### config.mk
export PLATFORM = sky130hd
export DESIGN_NAME = secded_codec
export DESIGN_NICKNAME = d
export VERILOG_FILES = /design/src/rtl/secded_pkg.sv /design/src/rtl/secded_encoder.sv /design/src/rtl/secded_syndrome.sv /design/src/rtl/secded_corrector.sv /design/src/rtl/secded_codec.sv
export SDC_FILE = /design/constraint.sdc
export NUM_CORES = 1
export LEC_CHECK = 0
export BUFFER_PORTS_ARGS = -buffer_cell sky130_fd_sc_hd__buf_2
export CAP_MARGIN = 10
export CORE_AREA = 8 8 66 68
export CTS_BUF_LIST = sky130_fd_sc_hd__clkbuf_16
export DETAILED_ROUTE_END_ITERATION = 10
export DIE_AREA = 0 0 74 76
export PLACE_DENSITY = 0.83
export SLEW_MARGIN = 0
export SYNTH_ARGS = -nofsm -noshare
export SYNTH_HDL_FRONTEND = slang
export SYNTH_SLANG_ARGS = --single-unit
export TNS_END_PERCENT = 5
### constraint.sdc
create_clock -name clk -period 0.8 [get_ports clk]
set_input_delay 0.08 -clock clk [delete_from_list [all_inputs] [get_ports clk]]
set_output_delay 0.08 -clock clk [all_outputs]
set_load 0.01 [all_outputs]
### src/rtl/secded_pkg.sv
package secded_pkg;

  localparam int MAX_R = 16;
  localparam int MAX_K = 64;

  typedef logic [MAX_R-1:0] col_t;
  typedef logic [MAX_K-1:0] mask_t;

  // population count of a column value
  function automatic int weight_of(col_t v);
    int n;
    n = 0;
    for (int b = 0; b < MAX_R; b++) n += int'(v[b]);
    return n;
  endfunction

  // column of the parity-check matrix for codeword bit pos
  // pos < r : check bit, weight-1 column
  // pos >= r: data bit pos-r, odd weights >= 3 taken lightest first,
  //           ascending value within a weight group
  function automatic col_t column_of(int r, int pos);
    col_t res;
    int   seen;
    int   want;
    res  = '0;
    seen = 0;
    if (pos < r) begin
      res = col_t'(1) << pos;
    end else begin
      want = pos - r;
      for (int w = 3; w <= r; w += 2) begin
        for (int v = 1; v < (1 << r); v++) begin
          if (weight_of(col_t'(v)) == w) begin
            if (seen == want) res = col_t'(v);
            seen++;
          end
        end
      end
    end
    return res;
  endfunction

  // how many data columns the construction can supply for r rows
  function automatic int data_capacity(int r);
    int n;
    n = 0;
    for (int v = 1; v < (1 << r); v++) begin
      if (weight_of(col_t'(v)) >= 3 && weight_of(col_t'(v)) % 2 == 1) n++;
    end
    return n;
  endfunction

  // data bits feeding check row `row`
  function automatic mask_t row_taps(int r, int k, int row);
    mask_t m;
    col_t  c;
    m = '0;
    for (int j = 0; j < k; j++) begin
      c    = column_of(r, r + j);
      m[j] = c[row];
    end
    return m;
  endfunction

endpackage

### src/rtl/secded_encoder.sv
module secded_encoder
  import secded_pkg::*;
#(
  parameter int K = 8,
  parameter int R = 5
) (
  input  logic [K-1:0] data_i,
  output logic [R-1:0] check_o
);

  for (genvar i = 0; i < R; i++) begin : g_row
    localparam mask_t FULL = row_taps(R, K, i);
    localparam logic [K-1:0] TAPS = FULL[K-1:0];
    assign check_o[i] = ^(data_i & TAPS);
  end

endmodule

### src/rtl/secded_syndrome.sv
module secded_syndrome
  import secded_pkg::*;
#(
  parameter int K = 8,
  parameter int R = 5
) (
  input  logic [K-1:0] rx_data_i,
  input  logic [R-1:0] rx_check_i,
  output logic [R-1:0] syndrome_o
);

  logic [R-1:0] recomputed;

  secded_encoder #(.K(K), .R(R)) u_regen (
    .data_i  (rx_data_i),
    .check_o (recomputed)
  );

  assign syndrome_o = recomputed ^ rx_check_i;

endmodule

### src/rtl/secded_corrector.sv
module secded_corrector
  import secded_pkg::*;
#(
  parameter int K = 8,
  parameter int R = 5
) (
  input  logic [R-1:0] syndrome_i,
  input  logic [K-1:0] rx_data_i,
  output logic [K-1:0] data_o,
  output logic [K-1:0] flip_mask_o,
  output logic         check_hit_o,
  output logic         single_o,
  output logic         double_o
);

  for (genvar j = 0; j < K; j++) begin : g_col
    localparam col_t CF = column_of(R, R + j);
    assign flip_mask_o[j] = (syndrome_i == CF[R-1:0]);
  end

  // weight-1 syndrome: the fault sits in a check bit, data is intact
  assign check_hit_o = $onehot(syndrome_i);
  assign single_o    = (|flip_mask_o) | check_hit_o;
  assign double_o    = (|syndrome_i) & ~single_o;
  assign data_o      = rx_data_i ^ flip_mask_o;

endmodule

### src/rtl/secded_codec.sv
module secded_codec
  import secded_pkg::*;
#(
  parameter int K = 8,
  parameter int R = 5
) (
  input  logic             clk,
  input  logic             rst_n,
  input  logic [K-1:0]     enc_data,
  output logic [K+R-1:0]   enc_code,
  input  logic             dec_in_valid,
  input  logic [K+R-1:0]   dec_code,
  output logic             dec_out_valid,
  output logic [K-1:0]     dec_data,
  output logic             dec_single,
  output logic             dec_double,
  output logic [R-1:0]     dec_syndrome
);

  localparam int N   = K + R;
  localparam int CAP = data_capacity(R);

  if (K < 1 || K > CAP || R > MAX_R || K > MAX_K) begin : g_bad_params
    $error("secded_codec: K exceeds the odd-weight column supply of R");
  end

  // ---------------- encode path (combinational) ----------------
  logic [R-1:0] enc_check;

  secded_encoder #(.K(K), .R(R)) u_enc (
    .data_i  (enc_data),
    .check_o (enc_check)
  );

  assign enc_code = {enc_data, enc_check};

  // ---------------- decode path ----------------
  logic [K-1:0] rx_data;
  logic [R-1:0] rx_check;
  logic [R-1:0] syn_now;
  logic [K-1:0] fixed_data;
  logic [K-1:0] flip_mask;
  logic         check_hit;
  logic         single_now;
  logic         double_now;

  assign rx_data  = dec_code[N-1:R];
  assign rx_check = dec_code[R-1:0];

  secded_syndrome #(.K(K), .R(R)) u_syn (
    .rx_data_i  (rx_data),
    .rx_check_i (rx_check),
    .syndrome_o (syn_now)
  );

  secded_corrector #(.K(K), .R(R)) u_fix (
    .syndrome_i  (syn_now),
    .rx_data_i   (rx_data),
    .data_o      (fixed_data),
    .flip_mask_o (flip_mask),
    .check_hit_o (check_hit),
    .single_o    (single_now),
    .double_o    (double_now)
  );

  always_ff @(posedge clk or negedge rst_n) begin
    if (!rst_n) begin
      dec_out_valid <= 1'b0;
      dec_data      <= '0;
      dec_single    <= 1'b0;
      dec_double    <= 1'b0;
      dec_syndrome  <= '0;
    end else begin
      dec_out_valid <= dec_in_valid;
      if (dec_in_valid) begin
        dec_data     <= fixed_data;
        dec_single   <= single_now;
        dec_double   <= double_now;
        dec_syndrome <= syn_now;
      end
    end
  end

  // ---------------- assertions ----------------
  a_r8_valid_follows: assert property (@(posedge clk) disable iff (!rst_n)
    dec_in_valid |=> dec_out_valid);

  a_r8_valid_drops: assert property (@(posedge clk) disable iff (!rst_n)
    !dec_in_valid |=> !dec_out_valid);

  a_r10_flags_exclusive: assert property (@(posedge clk) disable iff (!rst_n)
    !(dec_single && dec_double));

  a_r3_clean_quiet: assert property (@(posedge clk) disable iff (!rst_n)
    (dec_out_valid && dec_syndrome == '0) |-> (!dec_single && !dec_double));

  a_r6_even_syndrome: assert property (@(posedge clk) disable iff (!rst_n)
    (dec_out_valid && dec_syndrome != '0 && !(^dec_syndrome)) |-> dec_double);

  a_r4_single_odd: assert property (@(posedge clk) disable iff (!rst_n)
    (dec_out_valid && dec_single) |-> (^dec_syndrome));

  a_r4_one_flip: assert property (@(posedge clk) disable iff (!rst_n)
    $onehot0(flip_mask));

  a_r5_check_hit_keeps_data: assert property (@(posedge clk) disable iff (!rst_n)
    check_hit |-> (flip_mask == '0));

endmodule

# Yosys cells after proc, flatten, opt, wreduce, memory -nomap -nowiden
# Cells that the tools add are included.
[totals]
regBits = 16
input_bits = 24
out_inout_bits = 29
[op_classes]
add_sub_neg = 4
n_eq_ne = 9
n_bitwise = 5
n_reduce_logical = 12
[op_table]
columns = ["operator", "count"]
rows = [
  ["8-bit XOR reduction", 10],
  ["5-bit == test, second input constant", 4],
  ["5-bit by 4-bit == test with 1-bit output, second input constant", 3],
  ["8-bit OR reduction", 1],
  ["8-bit bitwise XOR", 1],
  ["5-bit by 3-bit == test with 1-bit output, second input constant", 1],
  ["5-bit OR reduction", 1],
  ["5-bit bitwise XOR", 1],
  ["1-bit by 1-bit adder with 2-bit output", 2],
  ["3-bit by 1-bit adder with 3-bit output", 1],
  ["3-bit adder", 1],
  ["3-bit by 1-bit == test with 1-bit output, second input constant", 1],
  ["1-bit AND", 1],
  ["1-bit inverter", 1],
  ["1-bit bitwise OR", 1],
]

# Longest topological paths before layout
[depth]
word_depth = 9
depth_mapped = 14

# Modules after synthesis
# From an unflattened synthesis, not the netlist that was laid out.
[unflattened]
hier_cells = 115
hier_area_um2 = 1432.6
[modules_own_cells]
columns = ["mod", "n_inst", "cells_per_inst", "area_per_inst_um2"]
rows = [
  ["secded_codec", 1, 41, 698.2],
  ["secded_corrector", 1, 45, 387.9],
  ["secded_encoder", 2, 12, 151.4],
  ["secded_syndrome", 1, 5, 43.8],
]

# Worst setup path after synthesis
# OpenSTA, ideal clock, no wires.
[synth_timing]
kind = "input port to flip-flop"
startpoint = "input port dec_code[6]"
endpoint = "register dec_double"
setup_ns = 0.135
arrival_ns = 2.372
path_slack_ns = -1.707
stages = 13
cell_sequence = "xnor2_1 > xnor2_1 > xnor2_1 > inv_1 > ha_1 > fa_1 > inv_1 > ha_1 > a211o_1 > o21ai_0 > a31oi_1 > nand4_1 > o22ai_1"
[synth_via]
elab_chain_len = 9
[synth_rtl]
columns = ["element", "line", "source"]
rows = [
  ["start: declaration", "secded_codec.sv:12", "input logic [K+R-1:0] dec_code,"],
  ["8-bit XOR reduction (*)", "secded_encoder.sv:14", "assign check_o[i] = ^(data_i & TAPS);"],
  ["5-bit bitwise XOR (*)", "secded_syndrome.sv:19", "assign syndrome_o = recomputed ^ rx_check_i;"],
  ["net syn_now[0]", "secded_codec.sv:40", "logic [R-1:0] syn_now;"],
  ["1-bit by 1-bit adder with 2-bit output (not written as such)", "secded_corrector.sv:22", "assign check_hit_o = $onehot(syndrome_i);"],
  ["3-bit adder (not written as such)", "secded_corrector.sv:22", ""],
  ["3-bit by 1-bit adder with 3-bit output (not written as such)", "secded_corrector.sv:22", ""],
  ["3-bit by 1-bit == test with 1-bit output", "secded_corrector.sv:22", ""],
  ["1-bit bitwise OR", "secded_corrector.sv:23", "assign single_o = (|flip_mask_o) | check_hit_o;"],
  ["1-bit inverter", "secded_corrector.sv:24", "assign double_o = (|syndrome_i) & ~single_o;"],
  ["1-bit AND (*)", "secded_corrector.sv:24", ""],
  ["end signal: assignment", "secded_codec.sv:78", "dec_double <= double_now;"],
  ["end: declaration", "secded_codec.sv:16", "output logic dec_double,"],
]
# The timed path passes the listed nets; every way through them passes the cells marked *.
# A chain may end at the register's enable or synchronous reset.

# Worst setup path after layout
[layout_timing]
startpoint = "input port dec_code[10]"
endpoint = "register dec_double"
[layout_via]
elab_chain_len = 9
[layout_rtl]
columns = ["element", "line"]
rows = [
  ["8-bit XOR reduction", "secded_encoder.sv:14"],
  ["5-bit bitwise XOR (*)", "secded_syndrome.sv:19"],
  ["1-bit by 1-bit adder with 2-bit output (not written as such)", "secded_corrector.sv:22"],
  ["3-bit adder (not written as such)", "secded_corrector.sv:22"],
  ["3-bit by 1-bit adder with 3-bit output (not written as such)", "secded_corrector.sv:22"],
  ["3-bit by 1-bit == test with 1-bit output", "secded_corrector.sv:22"],
  ["1-bit bitwise OR", "secded_corrector.sv:23"],
  ["1-bit inverter", "secded_corrector.sv:24"],
  ["1-bit AND (*)", "secded_corrector.sv:24"],
]
# Every way passes the cells marked *; elsewhere a longest branch is shown, timed or not.

==> key figures <==
Status
  – Status: complete, but fails checks
  – Failing checks: negative setup slack

Pwr
  – Sw Pwr: 2.17 mW
  – Reg power frac: between 10% and 20%
  – P_int: 3.44 mW
  – Gate power share: 62.3%
  – Sw Share: about two fifths
  – PD cells: 2330 nW/um^2
  – Clock power frac: around 18%
  – Max VDD drop: approximately 1400 uV
  – Leakage: 1.10 nW

Layout
  – Share of cells above drive strength 1: 62.3%
  – Multi-input combinational cell area: roughly 1200 sq um
  – Nets: 265
  – Register Area: 400 sq um
  – Fin cells: 276
  – Final instance area: 2410 sq um
  – Area Growth Syn to Fin: 72.0%
  – N_diodes: 0
  – Fin util: 70.1%
  – Fillers: 233

STA
  – RSZ-0062 raised after global routing: yes
  – Max Fclk: between 0.4 and 0.5 GHz
  – Final Hold Vio Count: 0
  – Max-slew headroom: 74.2%
  – Slew of the pin with the lowest slew margin: roughly 0.39 ns
  – Shortest period the worst path allows: 2.28 ns
  – Period Utilization, post-route: 286%
  – Final clock skew: 0 ns
  – Worst hold slack: 0.227 ns
  – Worst setup margin: -1.48 ns
  – Slew Limit Fails: 0
  – Final setup fails: 36

Floorplanning
  – Rows: 22
  – Core Area: around 3400 sq um
  – Die H: between 70 and 80 microns
  – Die area: between 5000 and 6000 sq um
  – Die X: between 70 and 80 microns
  – # IOs: 53
  – Initial Utilization: between 40% and 50%

Route
  – Drt initial violations: between 70 and 80
  – DRC: 0
  – WL final: 4880 microns
  – Routed via count: between 1000 and 1500
  – WL per Instance: 17.7 microns
  – First drt pass iteration count: 4
  – Vias/cell: between 5 and 6
  – Post-route antenna net violation count: 0

Place
  – Post-DP HPWL: ~3300 microns
  – # port buffers: 52
  – Placed cell area: around 1900 sq um
  – Dpl cells: 271
  – Pre-CTS setup slack: -1.78 ns
  – Routability cong.: 0.902

Logic synthesis
  – Number of synthesized flops with an enable pin: 0
  – Register bit count reported by yosys: 16
  – Asr flop ratio synth: 100%
  – Ys flop type: dfrtp_1
  – Average cell area after synthesis: 9.48 sq um
  – Post-Synthesis Cells: 148
  – Yosys Warn Count: 0
  – Register area share after synthesis: 28.5%
  – Mapped Nets: between 150 and 200
  – Yosys cell types: 30
  – Cell Area, Synth: 1400 sq um

Clocking
  – Root Buffer: clkbuf_16
  – Clk sinks: 16
  – Num CTS Buffers: 3
  – CTS tree: built
  – Reg clk slew, reported paths: around 0.050 ns
  – CTS Buffer Depth: 2
  – # H-tree levels: 1
  – Worst skew pair latency: 0.25 ns

Setup path
  – Critical path class: in -> reg
  – Buf+Inv Stages, Crit Path: 4
  – CP Launch Type: primary input
  – Crit path cell chain: buf_12 -> buf_4 -> xnor3_2 -> xnor2_2 -> inv_2 -> fa_2 -> inv_2 -> ha_1 -> a211o_1 -> o21ai_1 -> a31oi_1 -> nand4_1 -> o22ai_1
  – Critical Path Source: dec_code[10]
  – RR Startpoint: dec_syndrome[0]$_DFFE_PN0P_
  – CP Capture Type: flip-flop
  – CP delay by family, top: XOR/XNOR gates
  – Crit-path slowest cell: xnor3_2
  – WP data required: 0.93 ns
  – CP max stage delay: ~0.4 ns
  – Critical Path AT: between 2 and 2.5 ns
  – Most used cell, CP: inv_2
  – CP max FO: 3

Worst hold path
  – Worst Hold Launch: dec_in_valid
  – Hold WC Path Type: in -> reg

Global routing
  – Global route overflow: 0
  – First-pass GRT wire length: slightly above 7000 microns
  – GRT Total Usage: between 15 and 20%
  – Initial antenna violation count: 0
  – Largest net degree at the start of global routing: 17
  – Vias in the first global route: 1479

Job
  – Max-cap violations: 0
==> synthesized netlist by cell type, drive strengths merged (2+ instances only) <==
master | count | area share [%]
a211o | 2 | 1.2
a21oi | 12 | 4.3
a22oi | 2 | 1.1
and3 | 2 | 0.89
buf | 11 | 5.6
clkbuf | 3 | 0.80
dfrtp | 16 | 29
ha | 10 | 8.9
inv | 7 | 1.9
mux2 | 3 | 2.4
nand2 | 5 | 1.3
nand3 | 5 | 3.2
nor2 | 13 | 3.5
o21a | 2 | 1.1
o21ai | 2 | 0.71
xnor2 | 31 | 19
xor2 | 12 | 8.0
==> per-layer routing <==
layer	global-route usage, %	part of all wire, %	routed length (microns)	up-vias
met2	30.5	53	2580	74
met1	16.9	35	1720	681
met4	7.20	3.1	153	0
li1	-	-	-	639
met5	0	0	0	-
met3	4.21	8.7	426	15
==> state kept, by name, summed over array words and instances (netlist names) <==
signal,flops
dec_out_valid,1
dec_syndrome,5
dec_double,1
dec_data,8
dec_single,1
==> worst paths after layout <==
kind	to	slack, ns	depth (start not counted)
max	dec_double$_DFFE_PN0P_	-1.48	13
min	dec_syndrome[3]$_DFFE_PN0P_	0.23	2
max reg2reg	dec_syndrome[0]$_DFFE_PN0P_	0	1
min reg2reg	dec_single$_DFFE_PN0P_	0.48	1
max in group asynchronous	dec_data[5]$_DFFE_PN0P_	0.24	2
min in group asynchronous	dec_data[0]$_DFFE_PN0P_	0.28	2
==> power groups by stage <==
stage	combinational [mW]	sequential [mW]	clock [mW]
after floorplan	1.42	1.18	0
after global placement	2.57	1.09	0
after detailed placement	2.65	1.10	0
after CTS	3.10	1.10	0.988
after global routing	3.73	1.13	1.04
final	3.50	1.11	1.00
==> per-stage QoR <==
stage / total power [mW] / TNS, ns
finish: 5.62 / -11.21
global route: 5.90 / -12.84
global placement: 3.66 / -14.58
detailed placement: 3.75 / -15.31
floorplan: 2.61 / -10.53
CTS: 5.19 / -10.66
==> layout make-up <==
cell class | instances | area share [%]
clock buffers | 3 | 3.11
well taps | 48 | 2.49
flip-flops and latches | 16 | 16.6
inverters | 7 | 1.09
repair buffers | 91 | 27.1
multi-input cells | 111 | 49.6
==> cell usage in the layout, fill, tap and decap left out, types with 2 or more instances in the layout <==
cell	Yosys	routed
nor2_2	0	2
xor2_1	11	7
and3_1	2	2
ha_1	10	3
mux2_2	3	3
nor2_1	13	10
xnor2_4	0	5
ha_4	0	4
a211o_1	2	2
a22oi_1	2	2
ha_2	0	3
clkbuf_16	0	3
inv_2	0	5
buf_6	0	14
xnor2_2	0	13
buf_4	10	36
o21a_1	2	2
xnor2_1	31	13
a21oi_1	12	11
inv_1	7	2
buf_2	0	39
nand3_2	4	4
dfrtp_1	16	16
nand2_1	5	5
xor2_2	1	4
==> repair_timing <==
action                                 CTS  global route
gates resized for setup                 48            26
endpoints found under the hold margin   16             0
hold buffers                             1             0
setup endpoints to repair               36            36
setup buffers                            2             0
pin swaps                               25            10
==> kinds of logic (layout without fill, tap and decap cells) <==
kind of cell / after synthesis / in the layout / synth area share (%)
xor gates and xnor gates: 44 / 44 / 29.1
and+or+nand+nor: 29 / 29 / 10.7
AOI/OAI and AO/OA: 24 / 24 / 10.6
buffers and inverters: 21 / 101 / 8.30
DFF: 16 / 16 / 28.5
adders and majority gates: 11 / 11 / 10.3
muxes: 3 / 3 / 2.41
No activity file was read; power rests on OpenSTA's default activity.
